===== config.mk =====
export PLATFORM = sky130hd
export DESIGN_NAME = lvds7_serializer
export DESIGN_NICKNAME = d
export VERILOG_FILES = /design/src/rtl/lvds7_pkg.sv /design/src/rtl/lvds7_slot_seq.sv /design/src/rtl/lvds7_pix_capture.sv /design/src/rtl/lvds7_lane_map.sv /design/src/rtl/lvds7_clk_pattern.sv /design/src/rtl/lvds7_serializer.sv
export SDC_FILE = /design/constraint.sdc
export NUM_CORES = 1
export LEC_CHECK = 0
export ABC_AREA = 1
export BUFFER_PORTS_ARGS = -buffer_cell sky130_fd_sc_hd__buf_4
export CORE_AREA = 2 2 64 66
export CTS_CLUSTER_SIZE = 20
export DETAILED_ROUTE_END_ITERATION = 8
export DIE_AREA = 0 0 66 68
export GPL_TIMING_DRIVEN = 0
export PLACE_DENSITY_LB_ADDON = 0.2
export SYNTH_ARGS = -nofsm -noshare
export SYNTH_HDL_FRONTEND = slang
export SYNTH_SLANG_ARGS = --single-unit
export TNS_END_PERCENT = 50

===== constraint.sdc =====
create_clock -name clk -period 1.8 [get_ports clk]
set_clock_uncertainty 0.2 [all_clocks]
set_input_delay 0.54 -clock clk [delete_from_list [all_inputs] [get_ports clk]]
set_output_delay 0.54 -clock clk [all_outputs]
set_load 0.02 [all_outputs]

===== src/rtl/lvds7_pkg.sv =====
package lvds7_pkg;

    localparam int COLOR_W   = 8;
    localparam int CTL_W     = 4;
    localparam int LANES     = 4;
    localparam int SLOTS     = 7;
    localparam int SLOT_W    = $clog2(SLOTS);
    localparam int HI_SHIFT  = COLOR_W - 6;
    localparam logic [SLOTS-1:0] CLK_PATTERN = 7'b1100011;

    typedef enum logic [1:0] {
        PK_18   = 2'd0,
        PK_24HI = 2'd1,
        PK_24LO = 2'd2,
        PK_RSV  = 2'd3
    } pack_e;

    typedef enum logic [2:0] {
        ST_IDLE,
        ST_SL0,
        ST_SL1,
        ST_SL2,
        ST_SL3,
        ST_SL4,
        ST_SL5,
        ST_SL6
    } slot_e;

    typedef struct packed {
        logic [COLOR_W-1:0] r;
        logic [COLOR_W-1:0] g;
        logic [COLOR_W-1:0] b;
        logic [CTL_W-1:0]   ctl;
        pack_e              mode;
    } pixel_t;

    function automatic logic [SLOT_W-1:0] slot_index(slot_e s);
        logic [SLOT_W-1:0] idx;
        unique case (s)
            ST_SL0:  idx = 3'd0;
            ST_SL1:  idx = 3'd1;
            ST_SL2:  idx = 3'd2;
            ST_SL3:  idx = 3'd3;
            ST_SL4:  idx = 3'd4;
            ST_SL5:  idx = 3'd5;
            ST_SL6:  idx = 3'd6;
            default: idx = 3'd0;
        endcase
        return idx;
    endfunction

    // Bit k of the result is the value sent in slot k.
    function automatic logic [SLOTS-1:0] lane_pattern(pixel_t p, int lane);
        logic [COLOR_W-1:0] rs;
        logic [COLOR_W-1:0] gs;
        logic [COLOR_W-1:0] bs;
        logic [SLOTS-1:0]   v;
        if (p.mode == PK_24HI) begin
            rs = p.r >> HI_SHIFT;
            gs = p.g >> HI_SHIFT;
            bs = p.b >> HI_SHIFT;
        end else begin
            rs = p.r;
            gs = p.g;
            bs = p.b;
        end
        case (lane)
            0: v = {rs[0], rs[1], rs[2], rs[3], rs[4], rs[5], gs[0]};
            1: v = {gs[1], gs[2], gs[3], gs[4], gs[5], bs[0], bs[1]};
            2: v = {bs[2], bs[3], bs[4], bs[5], p.ctl[0], p.ctl[1], p.ctl[2]};
            default: begin
                unique case (p.mode)
                    PK_24HI: v = {p.r[0], p.r[1], p.g[0], p.g[1],
                                  p.b[0], p.b[1], p.ctl[3]};
                    PK_24LO: v = {p.r[COLOR_W-2], p.r[COLOR_W-1],
                                  p.g[COLOR_W-2], p.g[COLOR_W-1],
                                  p.b[COLOR_W-2], p.b[COLOR_W-1], p.ctl[3]};
                    PK_18, PK_RSV: v = '0;
                endcase
            end
        endcase
        return v;
    endfunction

endpackage


===== src/rtl/lvds7_slot_seq.sv =====
module lvds7_slot_seq
    import lvds7_pkg::*;
(
    input  logic  clk,
    input  logic  rst_n,
    input  logic  slot_stb,
    output slot_e state,
    output logic  capture
);

    slot_e state_nx;

    always_ff @(posedge clk) begin
        if (!rst_n) state <= ST_IDLE;
        else        state <= state_nx;
    end

    always_comb begin
        state_nx = state;
        capture  = 1'b0;
        if (slot_stb) begin
            unique case (state)
                ST_IDLE: begin state_nx = ST_SL0; capture = 1'b1; end
                ST_SL0:  state_nx = ST_SL1;
                ST_SL1:  state_nx = ST_SL2;
                ST_SL2:  state_nx = ST_SL3;
                ST_SL3:  state_nx = ST_SL4;
                ST_SL4:  state_nx = ST_SL5;
                ST_SL5:  state_nx = ST_SL6;
                ST_SL6:  begin state_nx = ST_SL0; capture = 1'b1; end
            endcase
        end
    end

endmodule


===== src/rtl/lvds7_pix_capture.sv =====
module lvds7_pix_capture
    import lvds7_pkg::*;
(
    input  logic   clk,
    input  logic   rst_n,
    input  logic   capture,
    input  pixel_t pix_in,
    output pixel_t pix_held
);

    always_ff @(posedge clk) begin
        if (!rst_n)       pix_held <= '0;
        else if (capture) pix_held <= pix_in;
    end

endmodule


===== src/rtl/lvds7_lane_map.sv =====
module lvds7_lane_map
    import lvds7_pkg::*;
(
    input  slot_e              state,
    input  pixel_t             pix_held,
    output logic [LANES-1:0]   lane_d
);

    logic [SLOTS-1:0]  vecs [LANES];
    logic [SLOT_W-1:0] idx;

    for (genvar i = 0; i < LANES; i++) begin : g_lane
        assign vecs[i] = lane_pattern(pix_held, i);
    end

    assign idx = slot_index(state);

    always_comb begin
        for (int i = 0; i < LANES; i++) begin
            unique case (state)
                ST_IDLE: lane_d[i] = 1'b0;
                default: lane_d[i] = vecs[i][idx];
            endcase
        end
    end

endmodule


===== src/rtl/lvds7_clk_pattern.sv =====
module lvds7_clk_pattern
    import lvds7_pkg::*;
#(
    parameter logic [SLOTS-1:0] PATTERN = CLK_PATTERN
) (
    input  slot_e state,
    output logic  lane_clk
);

    always_comb begin
        unique case (state)
            ST_IDLE: lane_clk = 1'b0;
            default: lane_clk = PATTERN[slot_index(state)];
        endcase
    end

endmodule


===== src/rtl/lvds7_serializer.sv =====
module lvds7_serializer
    import lvds7_pkg::*;
(
    input  logic               clk,
    input  logic               rst_n,
    input  logic               slot_stb,
    input  logic [1:0]         mode,
    input  logic [COLOR_W-1:0] red,
    input  logic [COLOR_W-1:0] grn,
    input  logic [COLOR_W-1:0] blu,
    input  logic               hsync,
    input  logic               vsync,
    input  logic               de,
    input  logic               ctl_spare,
    output logic [LANES-1:0]   lane_d,
    output logic               lane_clk
);

    slot_e  state;
    logic   capture;
    pixel_t pix_in;
    pixel_t pix_held;

    assign pix_in = '{r: red, g: grn, b: blu,
                      ctl: {ctl_spare, de, vsync, hsync},
                      mode: pack_e'(mode)};

    lvds7_slot_seq u_seq (
        .clk      (clk),
        .rst_n    (rst_n),
        .slot_stb (slot_stb),
        .state    (state),
        .capture  (capture)
    );

    lvds7_pix_capture u_cap (
        .clk      (clk),
        .rst_n    (rst_n),
        .capture  (capture),
        .pix_in   (pix_in),
        .pix_held (pix_held)
    );

    lvds7_lane_map u_map (
        .state    (state),
        .pix_held (pix_held),
        .lane_d   (lane_d)
    );

    lvds7_clk_pattern #(.PATTERN(CLK_PATTERN)) u_clk (
        .state    (state),
        .lane_clk (lane_clk)
    );

endmodule


==> results of run 1 <==
-- stage by stage --
step | hold slack (ns) | worst slack [ns] | TNS [ns] | cell area (um2)
4_1_cts | 0.277 | -0.506 | -2.23 | 2470
3_3_place_gp | 0.265 | -0.361 | -1.57 | 2190
5_1_grt | 0.302 | -0.623 | -6.57 | 2550
3_5_place_dp | 0.267 | -0.373 | -1.59 | 2190
2_1_floorplan | 0.236 | -0.0796 | -0.297 | 1850
6_report | 0.274 | -0.524 | -2.30 | 2550
-- where the power goes --
group | switching [mW] | total [mW] | internal (mW)
Clock | 0.292 | 0.742 | 0.450
Sequential | 0.0411 | 0.840 | 0.799
Combinational | 0.300 | 0.547 | 0.246
-- worst max path at each step --
stage,from,end,slack [ns]
5_1_grt,u_seq.state[0],lane_d[2],-0.62
6_report,u_cap.pix_held[0],lane_d[3],-0.52
4_1_cts,u_cap.pix_held[0],lane_d[3],-0.51
3_3_place_gp,u_seq.state[2],lane_d[2],-0.36
3_5_place_dp,u_seq.state[2],lane_d[2],-0.37
2_1_floorplan,u_cap.pix_held[0],lane_d[0],-0.08
-- area by class of cell --
cell class                      count  area [um2]
Fill cell                         371        1310
Multi-Input combinational cell    197        1030
Sequential cell                    33         666
Timing Repair Buffer               48         379
Buffer                             17         181
Inverter                           29         114
Clock buffer                        6        82.6
Tap cell                           50        62.6
Clock inverter                      2        37.5
-- kinds of logic after synthesis --
kind of cell           count (synthesis)  share of synthesized area [%]
AOI/OAI and AO/OA                     69                           20.2
DFF                                   33                           37.2
buffers and inverters                 46                           11.8
and+or+nand+nor                      128                           30.8
-- cell usage in the layout (no fill, tap or decap), types with 3 or more instances in the layout --
| master | instances |
|---|---|
| a21oi_1 | 21 |
| a21oi_2 | 4 |
| buf_4 | 44 |
| buf_6 | 11 |
| clkbuf_1 | 3 |
| clkbuf_8 | 6 |
| dfxtp_1 | 29 |
| dfxtp_2 | 4 |
| inv_1 | 23 |
| inv_2 | 4 |
| nand2_1 | 50 |
| nand2_2 | 10 |
| nand3_1 | 26 |
| nand3_2 | 4 |
| nor2_1 | 24 |
| nor2_2 | 7 |
| o21ai_0 | 29 |
| o21ai_1 | 6 |
-- per-layer routing --
layer	up-vias	track usage [%]	wire, um
li1	1006	-	-
met1	884	30.1	2360
met2	48	41.8	2460
met3	8	4.93	234
met4	0	7.14	51
met5	-	0	0
-- flip-flops by register name (all words and copies together), names as in the netlist --
name and cells:
u_cap.pix_held 30, u_seq.state 3
-- tightest hold or removal path, stage by stage, from the launching register on --
cell and delay (ns):
dfxtp_1 0.31, inv_1 0.06, a21oi_1 0.05
-- what timing repair did --
item,in CTS,in global routing
endpoints found under the setup margin,5,35
setup buffers,8,1
hold endpoints to repair,0,0
pin swaps,3,8
gates resized for setup,28,25
gates cloned,2,0
==> reports/results.txt, run 1 <==
The worst setup path is launched from a flop. Setup slack on the worst reg-to-reg path comes out at 0 ns. The number of nets in the synthesized netlist is 309. Entering global routing, the biggest net connects 12 pins. Yosys attributes the largest share of cell area to dfxtp_1 (37%), nand2_1 (12%), o21ai_0 (10%). The number of antenna diodes in the final layout is 0.

Global routing consumed, over all layers together, 24.0% of the routing resources. Cells with a size suffix above 1 make up 34.0% of the layout. Destination of the worst hold path: u_cap.pix_held[16]. The run gives 23 as the number of rows in the core area. The buffer depth of the longest clock path was 2. The logs give 2.13 mW for the total power consumption of the routed design and 0.917 for the routability congestion estimate. At the later pin of the worst-skew pair, clock insertion delay measures 0.30 ns.

Along the worst hold path, the cell count comes to 2. The count of port buffers added during placement was 37; the count of clock tree sinks was 33. Biggest cell delay along the critical path: 0.34 ns. The final period utilization works out to 129%. The cell area that synthesis handed to floorplanning was 1780 um2. Max-cap violations in this run came to 0. The smallest clock period supported by the final layout is computed as 2.32 ns.

The detail-routed via count per cell came out at 5.09. The number of endpoints with negative hold slack in the final report came out at 0. Count of antenna-violating nets left after detailed routing: 0.

For the worst flop-to-flop path, the logic depth is 9. For the number of global-route vias before repair, the log shows 1,784. The first-pass detailed-route iteration total is 4. IR analysis of the VDD net gives a maximum drop of 0.000466 V. Setup violations remaining at the end of the flow were counted as 6.

The tools report the critical path capture point type as an output port. The area share of the largest cell type after synthesis is 37.2%, and the number of placed I/O pins is 38. The mean instance size in the synthesized netlist was 6.43 um2.

Traced cell by cell, the critical path runs through buf_8 > nand2_8 > buf_4 > o22ai_1 > nand2_1 > nand2_1 > nor2_2 > nor2_4 > buf_4. For the number of H-tree branching levels, the log shows 2. The flow ran to the end, but the final reports show violations. For this design the static power due to leakage is 1.15 nW. The wire length of the first global-routing pass was 8.14 mm. Most frequently used cell type in the post-synthesis netlist: nand2_1. Static timing analysis puts the maximum clock frequency at 430 MHz.

Among all stages on the critical path, the largest delay is contributed by dfxtp_2. For the worst setup path, the data required time is 1.06 ns. Of all cell types, the one taking the most synthesized area is dfxtp_1. Power per cell area: 835 nW/um2.

For the headroom to the max-slew limit, the log shows 71.6%. The minimum setup slack in the final design is -0.524 ns, and the number of CTS-inserted buffers is 5. The total count of max-transition violations in the final report is 0. The setup path with the least slack is of type reg2out. The tools report the number of buffers added to fix hold violations after cts as 0. The area inside the core boundary came out at 3860 um2.

At the worst endpoint, the arrival time is 1.58 ns. Clock tree synthesis selected as its root buffer the cell clkbuf_8. The finished layout holds 382 standard cells, fillers aside.

On the critical path the largest part of the delay comes from buffers and inverters. The number of nets in the layout was 364. Endpoint of the worst register-to-register path: u_cap.pix_held[1]. The tools report the number of antenna violations at the first check in global routing as 0. Cells fill 66.1% of the core in the end.

The commonest cells after synthesis are nand2_1 (57), o21ai_0 (36), dfxtp_1 (33), nor2_1 (32), nand3_1 (30). The number of different library cells used by synthesis comes to 24. For the sequential share of the synthesized area, the log shows 37.2%. TritonCTS built the clock tree.

The clock edge transition at the registers on the reported setup and hold paths was 0.07 ns; the horizontal die dimension was 66 um. Number of placed cells counting well taps: 363. The final reports fail on setup timing. The final route contains 1,946 vias.

Setup repair after global routing could not meet its margin everywhere. After detailed routing, the total wire length is 5.11 mm. The full die area came out at 4490 um2. The worst hold path startpoint is u_cap.pix_held[16].

The number of cells on the critical path is 9. After global routing the overflow that remains totals 0. Dividing the detail-routed wire length by the instance count gives 13.4 um.

The tools report the starting utilization of the core area as 46.0%. The area added between synthesis and finish was 43.6%. Class of the tightest hold or removal check: reg2reg.

The run gives 92 as the detailed router's first-iteration violation count. The DRC violation count after routing was 0. The number of buffers and inverters on the critical path is 3. For this run, asynchronously set or reset flops after synthesis account for 0%. The maximum fanout along the worst path came out at 7. The detailed placer's ending HPWL was 3.53 mm; the transition at the pin with the smallest max-transition slack was 0.427 ns. The flip-flop cell with the highest count after synthesis was dfxtp_1. Synthesis inferred 33 register bits.

The number of flops mapped to enable cells by yosys is 0, and the y dimension of the die is 68 um. The number of instances in the synthesized netlist was 276. In this run the critical register-to-register path is launched from u_seq.state[0]. Yosys printed 0 warnings.
Note: power is estimated with default switching activity, not from simulation.
==> inputs of run 2 (changes only) <==
--- a/config.mk
+++ b/config.mk
@@ -5,7 +5,6 @@
 export SDC_FILE = /design/constraint.sdc
 export NUM_CORES = 1
 export LEC_CHECK = 0
-export ABC_AREA = 1
 export BUFFER_PORTS_ARGS = -buffer_cell sky130_fd_sc_hd__buf_4
 export CORE_AREA = 2 2 64 66
 export CTS_CLUSTER_SIZE = 20
==> run 2 against run 1 <==
  * The run still ends with setup timing left
  * First-iteration DRC count fell by 29%
  * Wire length shrank 21%
  * Sequential share of layout area increased by 3.1 points
  * Synthesized cell count shrank 27%
  * Area after synthesis is 1.6% lower
  * Die area unchanged
  * Flip-flop and latch count is the same
  * Critical path depth fell by 1
  * Critical endpoint is now lane_d[0]
  * Largest cell class unchanged
==> reports/results.txt, run 2 <==
Counting both buffers and inverters, the worst setup path holds a total of 3. The number of cells traversed by the worst hold path works out to 2. For this run, the top clock speed supported by timing is 381 MHz. The most common library cell in the layout ignoring fill and taps is nand2_1. The largest single stage delay on the critical path is 0.33 ns.

Cell internal power dissipation: 1.25 mW. The largest registers in the layout are u_cap.pix_held (30), u_seq.state (3). Ranked by flip-flop count, first place goes to u_cap.pix_held.

The starting utilization of the core area came out at 45.3%. The routed length per placed instance is 13.4 um. The final layout contains 282 nets. At the worst endpoint, the required time is 1.06 ns. For this design the total switching power over the nets is 482 uW. The net switching fraction of the power is 27.8%. Setup total negative slack: -3.30 ns. The destination of the worst hold path was u_cap.pix_held[0]. The logs give 47.3% for the part of the power in registers and 0 for the count of antenna-violating nets left after detailed routing. The tools report the number of H-tree branching levels as 2. The endpoint of the worst register-to-register path was u_cap.pix_held[3]. TritonCTS built the clock tree. The checks that failed: setup timing. For the pin with the worst max-slew slack, the measured transition is 0.410 ns.

In this run, the combinational gates consume 21.8% of the power. The final period utilization was 146%. Leaving out fill and tap cells, the most frequent cells in the layout are nand2_1 (66), buf_4 (38), a21boi_1 (30), dfxtp_1 (29), mux2i_1 (10). The cell count after synthesis came out at 202.

Global routing used 19.3% of the available tracks. In this run the most critical hold path is launched from u_cap.pix_held[0]. The flip-flop cell with the highest count after synthesis was dfxtp_1. The gate family responsible for the most delay along the worst path was compound AO/OA/AOI/OAI gates. The run gives 11 as the pin count of the biggest net entering global routing.

The detail-routed via count per cell is 5.15. Prior to clock tree synthesis, the placed netlist has a worst setup slack of -0.517 ns. For the total power consumption of the routed design, the log shows 1.74 mW. The logs give 30.9% for the fraction of power consumed by the clock network and 1750 um2 for the combined area of all synthesized cells.

The count of port buffers added during placement is 37. After clock tree synthesis, the clock-pin slew on the worst setup and hold paths is 0.06 ns. The number of nets in the synthesized netlist is 235. Summed over all cells, the static leakage comes to 0.898 nW. Counting flops with a built-in enable in the synthesized netlist gives 0.

Area added between synthesis and finish: 30.9%. The sequential share of the synthesized area came out at 37.8%. Buffers inserted during clock tree synthesis total 5. Across all layers, the routed design uses 1,546 vias. The number of rows in the core area came out at 23. The wire length of the first global-routing pass was 6.47 mm; the routability congestion estimate was 0.875. The detailed placer's ending HPWL was 2.90 mm. Ranked by total cell area, the synthesized netlist is headed by dfxtp_1 (38%), nand2_1 (14%), a21boi_1 (13%). The tool flagged a number of max-cap violations equal to 0. The worst setup path is captured at an output port.

The cell chosen for the clock root is clkbuf_8. Measured along the y axis, the die boundary spans 68 um. In this run the critical register-to-register path is launched from u_seq.state[2]. The setup path with the least slack is of type reg2out. After synthesis, the share of flip-flops with an asynchronous set or reset is 0%. The pre-antenna-repair detailed-routing pass consisted of 4 iterations. Setup repair after global routing could not meet its margin everywhere. The cell with the largest stage delay on the worst path is dfxtp_2. In this run the count of I/O pins placed on the die edge is 38. The run gives 0.000444 V as the peak supply drop. After detailed placement, the design holds a cell count of 289. The headroom to the max-slew limit was 72.6%. The number of global-route vias before repair is 1,398.

STA classifies the critical path startpoint as a flop. The number of different library cells used by synthesis comes to 33. The worst hold path belongs to the class reg2reg.

The worst register-to-register path has a setup slack of 0.17 ns. The first routing iteration left 65 violations. The worst-skew pair later-pin latency is 0.28 ns, and the number of warnings reported in the yosys synthesis log is 0. The total global routing overflow is 0.

After detailed routing, the total wire length is 4.02 mm. Setup violations remaining at the end of the flow were counted as 5. The number of antenna violations at the first check in global routing is 0. The run finished, with violations left. The most frequently used cell type in the post-synthesis netlist is nand2_1. Walking the worst path, the cells encountered are nor2b_4 > buf_12 > buf_12 > mux2i_4 > o22ai_1 > a311oi_1 > a21oi_2 > buf_4.

For the total count of max-transition violations in the final report, the log shows 0. The routed design could run at a clock period as short as 2.62 ns. The largest total area in the synthesized netlist belongs to dfxtp_1. The number of endpoints with negative hold slack in the final report was 0; the count of clock tree sinks was 33. The minimum setup slack in the final design was -0.824 ns; the horizontal die dimension was 66 um. Measured in cells, the most critical reg-to-reg path has a length of 7. Counting stages on the worst path, the most repeated cell is buf_12. The number of flip-flops in the largest register was 30; the area inside the core boundary was 3860 um2. For the data arrival at the endpoint of the critical path, the log shows 1.88 ns. Counting instances in the post-synthesis netlist gives the leading cell types as nand2_1 (66), dfxtp_1 (33), a21boi_1 (30), mux2i_1 (11), buf_2 (9). The mean instance size in the synthesized netlist works out to 8.65 um2. The synthesized design devotes to its leading area cell type 37.8% of total area. The buffer depth of the longest clock path is 2, and the power per cell area is 759 nW/um2. Of all nets on the critical path, the largest fanout is 10.

After the flow finishes, the layout carries non-filler instances totaling 300. Synthesis inferred 33 register bits. The floorplan step defined a die boundary enclosing 4490 um2. For this run, design rule violations remaining after detail routing come to 0.

Cells with a size suffix above 1 make up 32.0% of the layout. For the number of antenna cells inserted, the log shows 0.
## run 2: worst min-delay path, delay by kind of cell (launching register included)
family          cells  cell delay (ns)
compound gates      1             0.05
simple gates        1             0.05
flops               1             0.32
## run 2: final cells by class
cell class | count | area, um2
plain buffers | 15 | 119
clock buffers | 8 | 80.1
fillers | 366 | 1570
inverters | 2 | 7.51
multi-input cells | 152 | 1040
flip-flops and latches | 33 | 668
well taps | 50 | 62.6
repair buffers | 40 | 312
## run 2: logic make-up (layout without fill, tap and decap cells)
logic type	after synthesis	after routing	synth area share (%)
buf+inv	17	65	5.65
xor+xnor	3	3	1.50
mux	20	20	15.5
compound gates	49	49	20.7
simple gates	80	80	18.8
flops	33	33	37.8
## run 2: routing by layer
metal	vias to the layer above	share of wire, %	track usage, %
li1	794	-	-
met1	720	47	24.7
met2	26	47	31.7
met3	6	4.3	4.11
met4	0	1.3	8.16
met5	-	0	0
## run 2: timing repair
action                     4_1_cts  5_1_grt
setup endpoints to repair        5       31
hold buffers                     0        0
buffers inserted                 0        3
gates resized for setup          7       13
pin swaps                        1        2
## run 2: stage by stage
stage / utilization, % / hold WS (ns) / area, um2
after floorplan: - / 0.234 / 1770
after global placement: 54.7 / 0.249 / 2110
after detailed placement: 54.7 / 0.250 / 2110
after CTS: 57.4 / 0.259 / 2210
after global routing: 59.3 / 0.274 / 2290
final: 59.3 / 0.258 / 2290
## run 2: worst max path at each step
stage	from	to	cells past startpoint
final	u_cap.pix_held[0]	lane_d[0]	8
after global routing	u_cap.pix_held[0]	lane_d[0]	8
after CTS	u_cap.pix_held[0]	lane_d[0]	8
after detailed placement	u_cap.pix_held[0]	lane_d[0]	8
after global placement	u_cap.pix_held[0]	lane_d[0]	8
after floorplan	u_cap.pix_held[0]	lane_d[2]	5
## run 2: power groups by stage
stage          combinational [mW]  sequential [mW]  clock, mW
2_1_floorplan               0.239            0.821          0
3_3_place_gp                0.351            0.833          0
4_1_cts                     0.362            0.820      0.543
6_report                    0.379            0.821      0.536
5_1_grt                     0.416            0.827      0.572
3_5_place_dp                0.355            0.835          0
